--- config.mk ---
export PLATFORM = sky130hd
export DESIGN_NAME = addr_window_decoder
export DESIGN_NICKNAME = d
export VERILOG_FILES = /design/src/rtl/awd_pkg.sv /design/src/rtl/awd_bound_reg.sv /design/src/rtl/awd_cfg_port.sv /design/src/rtl/awd_window_match.sv /design/src/rtl/addr_window_decoder.sv
export SDC_FILE = /design/constraint.sdc
export NUM_CORES = 1
export LEC_CHECK = 0
export ABC_AREA = 1
export BUFFER_PORTS_ARGS = -buffer_cell sky130_fd_sc_hd__clkbuf_2
export CORE_AREA = 2 2 100 126
export CTS_BUF_LIST = sky130_fd_sc_hd__clkbuf_8 sky130_fd_sc_hd__clkbuf_16
export CTS_CLUSTER_DIAMETER = 60
export DETAILED_ROUTE_END_ITERATION = 10
export DIE_AREA = 0 0 102 128
export GPL_ROUTABILITY_DRIVEN = 0
export PLACE_DENSITY_LB_ADDON = 0.25
export SETUP_SLACK_MARGIN = 0.1
export SLEW_MARGIN = 20
export SYNTH_ARGS = -nofsm -noshare
export SYNTH_HDL_FRONTEND = slang
export SYNTH_SLANG_ARGS = --single-unit
export TNS_END_PERCENT = 50
--- constraint.sdc ---
create_clock -name clk -period 4.8 [get_ports clk]
set_input_delay 0.96 -clock clk [delete_from_list [all_inputs] [get_ports clk]]
set_output_delay 0.96 -clock clk [all_outputs]
set_load 0.01 [all_outputs]
--- src/rtl/awd_pkg.sv ---
// Package: shared defaults and the internal write-request type for the
// address window decoder. Assumes a 64-bit register image split into
// two 32-bit configuration dwords.
package awd_pkg;

    localparam int unsigned AWD_PA_W   = 36;    // physical address width
    localparam int unsigned AWD_GRAN_W = 20;    // implied low bits (1 MB)
    localparam int unsigned AWD_REG_W  = 64;    // register image width
    localparam int unsigned AWD_DW_W   = 32;    // configuration dword width
    localparam int unsigned AWD_IDX_W  = 6;     // dword index width

    // dword index of the low half of each register
    localparam logic [AWD_IDX_W-1:0] AWD_LO_IDX = 6'h24;   // byte 90h
    localparam logic [AWD_IDX_W-1:0] AWD_HI_IDX = 6'h26;   // byte 98h

    // one write request steered to one register
    typedef struct packed {
        logic                wr_lo;   // write to low dword
        logic                wr_hi;   // write to high dword
        logic [3:0]          be;      // byte enables
        logic [AWD_DW_W-1:0] data;    // write data
    } awd_wr_t;

endpackage

--- src/rtl/awd_bound_reg.sv ---
// Module: one lockable bound register. Holds a bound field at image bits
// PA_W-1:GRAN_W and a sticky lock bit at image bit 0. Every other image
// bit is constant zero. Assumes PA_W <= 64 and GRAN_W >= 1. The lock bit
// freezes the field and itself. ext_freeze freezes the field only.
module awd_bound_reg
    import awd_pkg::*;
#(
    parameter int unsigned PA_W      = AWD_PA_W,
    parameter int unsigned GRAN_W    = AWD_GRAN_W,
    parameter logic [PA_W-GRAN_W-1:0] FIELD_RST = '0
) (
    input  logic                   clk,
    input  logic                   rst_n,
    input  awd_wr_t                wr,
    input  logic                   ext_freeze,
    output logic [PA_W-GRAN_W-1:0] field,
    output logic                   lock,
    output logic [AWD_REG_W-1:0]   image
);

    localparam int unsigned FLD_W = PA_W - GRAN_W;
    localparam int unsigned NBYTE = AWD_REG_W / 8;

    logic [FLD_W-1:0]     field_q;
    logic                 lock_q;
    logic [AWD_REG_W-1:0] byte_mask;
    logic [AWD_REG_W-1:0] allow_mask;
    logic [AWD_REG_W-1:0] wmask;
    logic [AWD_REG_W-1:0] wdata64;
    logic [AWD_REG_W-1:0] next_img;

    // build the current image with the reserved bits tied to zero
    always_comb begin
        image               = '0;
        image[PA_W-1:GRAN_W] = field_q;
        image[0]            = lock_q;
    end

    // expand the byte enables over the dword being written
    always_comb begin
        for (int i = 0; i < NBYTE; i++) begin
            if (i < 4)
                byte_mask[8*i +: 8] = {8{wr.wr_lo & wr.be[i % 4]}};
            else
                byte_mask[8*i +: 8] = {8{wr.wr_hi & wr.be[i % 4]}};
        end
    end

    // writable bits: the field unless frozen, the lock bit unless set
    always_comb begin
        allow_mask                = '0;
        allow_mask[PA_W-1:GRAN_W] = {FLD_W{~(lock_q | ext_freeze)}};
        allow_mask[0]             = ~lock_q;
    end

    // merge the write data into the image
    always_comb begin
        wdata64  = {wr.data, wr.data};
        wmask    = byte_mask & allow_mask;
        next_img = (image & ~wmask) | (wdata64 & wmask);
    end

    // register the field and the lock bit
    always_ff @(posedge clk) begin
        if (!rst_n) begin
            field_q <= FIELD_RST;
            lock_q  <= 1'b0;
        end else begin
            field_q <= next_img[PA_W-1:GRAN_W];
            lock_q  <= next_img[0];
        end
    end

    assign field = field_q;
    assign lock  = lock_q;

    // a set lock bit stays set until reset
    a_r6_lock_sticky: assert property (@(posedge clk) disable iff (!rst_n)
        lock_q |=> lock_q);

    // a set lock bit freezes the field
    a_r6_field_held: assert property (@(posedge clk) disable iff (!rst_n)
        lock_q |=> $stable(field_q));

    // the external freeze holds the field
    a_r7_freeze_holds: assert property (@(posedge clk) disable iff (!rst_n)
        ext_freeze |=> $stable(field_q));

    // without a write strobe nothing changes
    a_r9_idle_stable: assert property (@(posedge clk) disable iff (!rst_n)
        !(wr.wr_lo || wr.wr_hi) |=> ($stable(field_q) && $stable(lock_q)));

endmodule

--- src/rtl/awd_cfg_port.sv ---
// Module: configuration port. Steers dword writes to the two bound
// registers and returns registered read data one cycle after a read
// strobe. Assumes the lower-bound register sits at two dword indices
// starting at LO_IDX and the upper-bound register at HI_IDX. Other
// indices read zero.
module awd_cfg_port
    import awd_pkg::*;
#(
    parameter logic [AWD_IDX_W-1:0] LO_IDX = AWD_LO_IDX,
    parameter logic [AWD_IDX_W-1:0] HI_IDX = AWD_HI_IDX
) (
    input  logic                 clk,
    input  logic                 rst_n,
    input  logic                 cfg_wr_en,
    input  logic                 cfg_rd_en,
    input  logic [AWD_IDX_W-1:0] cfg_dw_addr,
    input  logic [3:0]           cfg_be,
    input  logic [AWD_DW_W-1:0]  cfg_wdata,
    input  logic [AWD_REG_W-1:0] lo_image,
    input  logic [AWD_REG_W-1:0] hi_image,
    output awd_wr_t              lo_wr,
    output awd_wr_t              hi_wr,
    output logic [AWD_DW_W-1:0]  cfg_rdata
);

    logic                sel_lo;
    logic                sel_hi;
    logic                upper_dw;
    logic [AWD_DW_W-1:0] rd_mux;
    logic [AWD_DW_W-1:0] rdata_q;

    // decode which register and which dword the index names
    always_comb begin
        sel_lo   = (cfg_dw_addr[AWD_IDX_W-1:1] == LO_IDX[AWD_IDX_W-1:1]);
        sel_hi   = (cfg_dw_addr[AWD_IDX_W-1:1] == HI_IDX[AWD_IDX_W-1:1]);
        upper_dw = cfg_dw_addr[0];
    end

    // form the write request for each register
    always_comb begin
        lo_wr.wr_lo = cfg_wr_en & sel_lo & ~upper_dw;
        lo_wr.wr_hi = cfg_wr_en & sel_lo &  upper_dw;
        lo_wr.be    = cfg_be;
        lo_wr.data  = cfg_wdata;
        hi_wr.wr_lo = cfg_wr_en & sel_hi & ~upper_dw;
        hi_wr.wr_hi = cfg_wr_en & sel_hi &  upper_dw;
        hi_wr.be    = cfg_be;
        hi_wr.data  = cfg_wdata;
    end

    // select the addressed dword, zero for unmapped indices
    always_comb begin
        if (sel_lo)
            rd_mux = upper_dw ? lo_image[63:32] : lo_image[31:0];
        else if (sel_hi)
            rd_mux = upper_dw ? hi_image[63:32] : hi_image[31:0];
        else
            rd_mux = '0;
    end

    // capture read data on a read strobe, hold it otherwise
    always_ff @(posedge clk) begin
        if (!rst_n)
            rdata_q <= '0;
        else if (cfg_rd_en)
            rdata_q <= rd_mux;
    end

    assign cfg_rdata = rdata_q;

    // read data holds between read strobes
    a_r10_rdata_hold: assert property (@(posedge clk) disable iff (!rst_n)
        !cfg_rd_en |=> $stable(cfg_rdata));

    // an unmapped read returns zero
    a_r10_unmapped_zero: assert property (@(posedge clk) disable iff (!rst_n)
        (cfg_rd_en && !sel_lo && !sel_hi) |=> (cfg_rdata == '0));

endmodule

--- src/rtl/awd_window_match.sv ---
// Module: combinational window comparator. The lower bound takes all-zero
// low bits and the upper bound takes all-one low bits. The window is
// enabled only when lower <= upper. Assumes GRAN_W < PA_W.
module awd_window_match
    import awd_pkg::*;
#(
    parameter int unsigned PA_W   = AWD_PA_W,
    parameter int unsigned GRAN_W = AWD_GRAN_W
) (
    input  logic [PA_W-GRAN_W-1:0] lo_field,
    input  logic [PA_W-GRAN_W-1:0] hi_field,
    input  logic [PA_W-1:0]        phys_addr,
    output logic                   win_en,
    output logic                   win_hit
);

    logic [PA_W-1:0] lo_addr;
    logic [PA_W-1:0] hi_addr;

    // widen the bounds with their implied low bits
    always_comb begin
        lo_addr = {lo_field, {GRAN_W{1'b0}}};
        hi_addr = {hi_field, {GRAN_W{1'b1}}};
    end

    // compare the address against both inclusive bounds
    always_comb begin
        win_en  = (lo_field <= hi_field);
        win_hit = win_en && (phys_addr >= lo_addr) && (phys_addr <= hi_addr);
    end

endmodule

--- src/rtl/addr_window_decoder.sv ---
// Module: top of the lockable address window decoder. Two bound
// registers, a configuration port and a comparator. Assumes a read and
// a write strobe never coincide.
module addr_window_decoder
    import awd_pkg::*;
#(
    parameter int unsigned PA_W   = AWD_PA_W,
    parameter int unsigned GRAN_W = AWD_GRAN_W
) (
    input  logic                 clk,
    input  logic                 rst_n,
    input  logic                 cfg_wr_en,
    input  logic                 cfg_rd_en,
    input  logic [AWD_IDX_W-1:0] cfg_dw_addr,
    input  logic [3:0]           cfg_be,
    input  logic [AWD_DW_W-1:0]  cfg_wdata,
    output logic [AWD_DW_W-1:0]  cfg_rdata,
    input  logic                 ext_freeze,
    input  logic [PA_W-1:0]      phys_addr,
    output logic                 win_en,
    output logic                 win_hit
);

    localparam int unsigned FLD_W = PA_W - GRAN_W;

    awd_wr_t              lo_wr;
    awd_wr_t              hi_wr;
    logic [FLD_W-1:0]     lo_field;
    logic [FLD_W-1:0]     hi_field;
    logic                 lo_lock;
    logic                 hi_lock;
    logic [AWD_REG_W-1:0] lo_image;
    logic [AWD_REG_W-1:0] hi_image;

    awd_cfg_port u_port (
        .clk         (clk),
        .rst_n       (rst_n),
        .cfg_wr_en   (cfg_wr_en),
        .cfg_rd_en   (cfg_rd_en),
        .cfg_dw_addr (cfg_dw_addr),
        .cfg_be      (cfg_be),
        .cfg_wdata   (cfg_wdata),
        .lo_image    (lo_image),
        .hi_image    (hi_image),
        .lo_wr       (lo_wr),
        .hi_wr       (hi_wr),
        .cfg_rdata   (cfg_rdata)
    );

    awd_bound_reg #(
        .PA_W      (PA_W),
        .GRAN_W    (GRAN_W),
        .FIELD_RST ({FLD_W{1'b1}})
    ) u_lo_reg (
        .clk        (clk),
        .rst_n      (rst_n),
        .wr         (lo_wr),
        .ext_freeze (ext_freeze),
        .field      (lo_field),
        .lock       (lo_lock),
        .image      (lo_image)
    );

    awd_bound_reg #(
        .PA_W      (PA_W),
        .GRAN_W    (GRAN_W),
        .FIELD_RST ({FLD_W{1'b0}})
    ) u_hi_reg (
        .clk        (clk),
        .rst_n      (rst_n),
        .wr         (hi_wr),
        .ext_freeze (ext_freeze),
        .field      (hi_field),
        .lock       (hi_lock),
        .image      (hi_image)
    );

    awd_window_match #(
        .PA_W   (PA_W),
        .GRAN_W (GRAN_W)
    ) u_match (
        .lo_field  (lo_field),
        .hi_field  (hi_field),
        .phys_addr (phys_addr),
        .win_en    (win_en),
        .win_hit   (win_hit)
    );

    // the window is disabled in the first cycle after reset
    a_r3_reset_disabled: assert property (@(posedge clk) disable iff (!rst_n)
        $rose(rst_n) |-> !win_en);

    // an inverted pair of bounds never produces a hit
    a_r5_inverted_no_hit: assert property (@(posedge clk) disable iff (!rst_n)
        (lo_field > hi_field) |-> !win_hit);

    // a hit lies at or above the lower bound's 1 MB block
    a_r4_hit_above_lo: assert property (@(posedge clk) disable iff (!rst_n)
        win_hit |-> (phys_addr[PA_W-1:GRAN_W] >= lo_field));

    // the upper-bound lock does not hold the lower-bound lock bit
    a_r8_lock_separate: assert property (@(posedge clk) disable iff (!rst_n)
        (hi_lock && !lo_lock && lo_wr.wr_lo && lo_wr.be[0] && lo_wr.data[0])
        |=> lo_lock);

endmodule

==> reports/results.ini, run 1 <==
[clocking]
post_cts.repair.setup_buffers = 0
cts_buffers = 5
cts_tree = built
clk_latency_ns = 0.29
post_cts_resized = 0
clock_sinks = 50
htreeDepth = 2
clk_path_buf_depth = 2
cts_root_buffer = clkbuf_16
path_clk_slew_ns = 0.07
cts_hold_buf = 0

[timing]
setup_ws_ns = 1.55
relSlewSlack_pct = 35.6
worst_pin_slew_ns = 0.960
final_hold_viol_count = 0
slew_violations = 0
clock_skew_ns = 0.00768
max_freq_mhz = 308
period_needed_ns = 3.25
rsz0062_at_grt = no
setup_viol = 0
tns_ns = 0
fin_crit_sh_pct = 67.6

[floorplanning]
io_pins = 117
die_w_um = 102
die_area_um2 = 13100
fp-row-count = 45
core_area_um2 = 11900
start_util_pct = 29.2
die_h_um = 128

[worst_setup_path]
r2r_cells = 5
crit_chain = clkbuf_2 -> ha_1 -> nand2_1 -> nor2_1 -> nand2_1 -> nor3_1 -> nand2_1 -> nor2_1 -> nor2_1 -> nor2_1 -> clkbuf_2
cpMostUsedCell = nor2_1
crit_arrival_ns = 2.29
r2r_setup_slack_ns = 3.44
cpMaxStageDelayCell = ha_1
cp_max_fo = 2
crit_type = input pin to output pin
crit_path_end_kind = output pin
critPathMaxStageDelay_ns = 0.29
startpoint_type = input pin
crit_required_ns = 3.84

[detailed_routing]
antenna_left = 0
drc_errors = 0
wl_um = 9580
drtIter0Drc = 104
first_pass_iters = 4
viasPerCell = 4.57
wire_per_inst_um = 13.1
via_count = 3351

[layout]
fin_nets = 700
layout-drive-gt1-share_pct = 17.2
antenna_cells = 0
syn_to_final_growth_pct = 18.4
design_area_um2 = 4120

[logic_synthesis]
yosys.area_share.simple_pct = 25.0
synth-compound-area-share_pct = 16.7
synth_area_leaders = dfxtp_1, ha_1, nand2_1, a21oi_1, inv_1
ys_seq_elements = 50
synth_top_flop_cell = dfxtp_1
synth_area_leader_cell = dfxtp_1
synth-edff-count = 0
synth_fa_ha_area_share_pct = 17.3
syn_area_um2 = 3480
synth_area_per_cell_um2 = 7.06
synth_top_family_by_area = simple AND/OR/NAND/NOR gates
yosysSeqAreaShare_pct = 28.8
synth_mux_area_share_pct = 0
async_flop_share_pct = 0
synth_xor_area_share_pct = 0
yosysUniqueCellTypes = 28
synth_cells = 493
yosys_warnings = 0
synth.top_cell.area_share_pct = 28.8

[hold_path]
hold_path_depth = 2
hold_path.class = register to register
holdPathEnd = u_port.cfg_rdata[3]
hold_start = u_port.cfg_rdata[3]

[power_and_ir_drop]
peakVddDrop_v = 0.000128
power_density_nw_per_um2 = 213
leakagePower_nw = 1.94

[global_route]
gr-max-usage-layer = met2
grt_pass1_wl_um = 15100
grt_util_all_layers_pct = 14.8
grt_overflow_total = 0
grtUsageMet1_pct = 16.8
grt_antenna_before_repair = 0
grt_pass1_vias = 3207
grt_max_degree = 35
grt_use_met3_pct = 2.13
grtUsageMet2_pct = 28.4

[place]
io_buffers = 83
place_ws_ns = 1.53
dp_hpwl_um = 7910
dpl_cell_area_um2 = 3970

[outcome]
status = complete, no violations

[job]
cap_violations = 0

## cell usage after synthesis (all sizes together) (4+ instances only)
cell type  instances
clkbuf             8
o21ai             12
o22ai             16
nor3               4
inv               60
buf               22
a21oi             57
o211ai            12
nand2            119
nor2              41
dfxtp             50
ha                48
nand3             13
nand4             21
## layout make-up
cell class              instances  area [um^2]
well taps                     164          205
clock buffers                   5          125
multi-input cells             366         2110
repair buffers                 84          423
flip-flops and latches         50         1000
fillers                      1338         7820
clock inverters                 3         21.3
inverters                      62          233
## placed cells by master (no fill, tap or decap), drive strengths merged
master / Yosys / layout
nand3: 13 / 13
nor2: 41 / 41
o211ai: 12 / 12
inv: 60 / 60
nand2: 119 / 119
ha: 48 / 48
nor3: 4 / 4
clkinvlp: 0 / 1
buf: 22 / 1
dfxtp: 50 / 50
nand4: 21 / 21
a21oi: 57 / 57
a21o: 2 / 2
conb: 1 / 16
o21a: 2 / 2
o21ai: 12 / 12
clkbuf: 8 / 88
o21bai: 2 / 2
nor3b: 1 / 1
clkinv: 2 / 4
o22ai: 16 / 16
## logic make-up after synthesis
group | Yosys count
buf+inv | 92
other cells | 1
fa+ha+maj | 48
compound gates | 103
flops | 50
simple gates | 199
## worst max-delay path, delay by kind of cell
family,cells,cell delay [ns]
and+or+nand+nor,8,0.80
adders and majority gates,1,0.29
buffers and inverters,2,0.24
## routing by layer
metal | part of all wire, % | wire length, um
met5 | 0 | 0
met4 | 1.5 | 143
met3 | 3.5 | 331
met2 | 54 | 5190
met1 | 41 | 3920
## stage by stage
| stage | power (mW) | hold slack [ns] | utilization (%) | cells |
|---|---|---|---|---|
| after floorplan | 0.493 | 0.441 | - | 508 |
| after global placement | 0.532 | 0.450 | 33.3 | 726 |
| after detailed placement | 0.533 | 0.453 | 33.3 | 726 |
| after CTS | 0.888 | 0.463 | 34.5 | 734 |
| after global routing | 0.918 | 0.476 | 34.5 | 734 |
| final | 0.878 | 0.465 | 34.5 | 734 |
## report_power, final
| part | switching, mW | leakage (nW) | internal (mW) |
|---|---|---|---|
| clock | 0.162 | 0.0698 | 0.193 |
| combinational | 0.0665 | 1.47 | 0.0397 |
| sequential | 0.000829 | 0.404 | 0.416 |
## how the worst max path moves through the flow
stage	start	end	slack [ns]	depth (start not counted)
floorplan	phys_addr[27]	win_hit	1.90	9
global placement	phys_addr[27]	win_hit	1.52	11
detailed placement	phys_addr[27]	win_hit	1.53	11
CTS	phys_addr[27]	win_hit	1.53	11
global route	phys_addr[27]	win_hit	1.39	11
finish	phys_addr[27]	win_hit	1.55	11
Note: power is estimated with default switching activity, not from simulation.
==> inputs of run 2 (changes only) <==
- clock period: 4.8 -> 3.19 ns (I/O delays scaled with it)
==> reports/results.ini, run 2 (same netlist as run 1, synthesis figures left out) <==
[outcome]
status = complete, no violations

[detailed_routing]
via_count = 3375  ; +0.72%
wire_per_inst_um = 13.0  ; -0.73%
top_layer = met4
drtIter0Drc = 114  ; +9.6%
antenna_left = 0  ; unchanged
met2_length_um = 5170  ; -0.35%
wl_um = 9540  ; -0.46%
viasPerCell = 4.59  ; +0.44%
wl_met3_um = 363  ; +9.7%
wl_met1_um = 3820  ; -2.5%
drc_errors = 0  ; unchanged
first_pass_iters = 4  ; unchanged

[worst_setup_path]
crit_type = input pin to output pin
startpoint_type = input pin
r2r_cells = 5  ; unchanged
crit_arrival_ns = 1.95  ; -0.34 ns
cp_max_fo = 2  ; unchanged
r2r_setup_slack_ns = 1.93  ; -1.51 ns
crit_required_ns = 2.55  ; -1.29 ns
crit_path_end_kind = output pin

[clocking]
cts_hold_buf = 0  ; unchanged
clock_sinks = 50  ; unchanged
cts_root_buffer = clkbuf_16
clk_latency_ns = 0.28  ; about the same
path_clk_slew_ns = 0.06  ; about the same
cts_buffers = 5  ; unchanged
htreeDepth = 2  ; unchanged
post_cts.repair.setup_buffers = 0  ; unchanged
post_cts_resized = 0  ; unchanged
cts_tree = built
clk_path_buf_depth = 2  ; unchanged

[global_route]
grt_pass1_vias = 3202  ; -0.16%
grt_util_all_layers_pct = 14.8  ; +0.040 points
grt_overflow_total = 0  ; unchanged
grt_pass1_wl_um = 15200  ; +0.50%
grt_max_degree = 29  ; -17%
grt_antenna_before_repair = 0  ; unchanged

[power_and_ir_drop]
leakagePower_nw = 1.96  ; +0.95%
power_density_nw_per_um2 = 319  ; +50%
peakVddDrop_v = 0.000198  ; +55%
power_mw = 1.32  ; +50%

[hold_path]
hold_path_depth = 2  ; unchanged
hold_path.class = register to register

[floorplanning]
die_w_um = 102  ; unchanged
io_pins = 117  ; unchanged
die_area_um2 = 13100  ; unchanged
start_util_pct = 29.2  ; unchanged
fp-row-count = 45  ; unchanged
core_area_um2 = 11900  ; unchanged
die_h_um = 128  ; unchanged

[place]
place_ws_ns = 0.581  ; -0.949 ns
dp_hpwl_um = 7970  ; +0.72%
placed_cells = 728  ; +0.28%
io_buffers = 83  ; unchanged
dpl_cell_area_um2 = 3990  ; +0.38%

[timing]
max_freq_mhz = 387
setup_viol = 0  ; unchanged
rsz0062_at_grt = no
slew_violations = 0  ; unchanged
clock_skew_ns = 0.00135  ; -0.00633 ns
relSlewSlack_pct = 55.1  ; +19 points
worst_pin_slew_ns = 0.671  ; -0.289 ns
final_hold_viol_count = 0  ; unchanged
period_needed_ns = 2.58
whs_ns = 0.464  ; -0.000760 ns
fin_crit_sh_pct = 81.0
tns_ns = 0  ; unchanged
setup_ws_ns = 0.605  ; -0.948 ns

[layout]
mostFrequentLayoutCell = nand2_1
syn_to_final_growth_pct = 18.8
design_area_um2 = 4140  ; +0.39%
layout-drive-gt1-share_pct = 17.3  ; +0.11 points
antenna_cells = 0  ; unchanged
fin_cells = 736  ; +0.27%
final_cell_mix = nand2_1, clkbuf_2, inv_1, a21oi_1, dfxtp_1
fin_nets = 702  ; +0.29%
final_util_pct = 34.7  ; +0.14 points

[job]
cap_violations = 0  ; unchanged

==> run 2: changes by cell type in the layout (fill, tap and decap cells not counted) <==
| cell | change |
|---|---|
| buf_4 | +2 |
| clkbuf_8 | +1 |
| clkinv_4 | -1 |
| clkinvlp_4 | -1 |
| inv_1 | +1 |
==> run 2: area by class of cell <==
cell class / instances / area [um^2]
Inverter: 62 / 233
Timing Repair Buffer: 86 / 438
Clock inverter: 2 / 8.76
Sequential cell: 50 / 1000
Tap cell: 164 / 205
Fill cell: 1346 / 7800
Clock buffer: 6 / 139
Multi-Input combinational cell: 366 / 2110
==> run 2: worst max path at each step <==
stage                             start       to  slack (ns)  depth (start not counted)
final                     phys_addr[27]  win_hit        0.61                         11
after global routing      phys_addr[27]  win_hit        0.44                         11
after CTS                 phys_addr[27]  win_hit        0.58                         11
after detailed placement  phys_addr[27]  win_hit        0.58                         11
after global placement    phys_addr[27]  win_hit        0.57                         11
after floorplan           phys_addr[27]  win_hit        0.93                          9
==> run 2: power by group <==
part | internal (mW) | switching [mW] | total (mW)
clock network | 0.308 | 0.222 | 0.530
logic | 0.0607 | 0.101 | 0.162
registers | 0.626 | 0.00127 | 0.628
==> run 2: worst max-delay path: stages <==
cell,delay (ns)
clkbuf_2,0.09
ha_1,0.29
nand2_1,0.07
nor2_1,0.21
nand3_1,0.11
nor2_1,0.12
nand3_1,0.07
nand2_1,0.07
nand2_1,0.05
nor2_1,0.08
clkbuf_2,0.14
==> run 2: per-layer routing <==
metal,vias to the layer above,GRT usage [%]
met1,1530,17.2
met3,13,2.40
met5,-,0
met2,59,27.6
met4,0,3.92
li1,1773,-
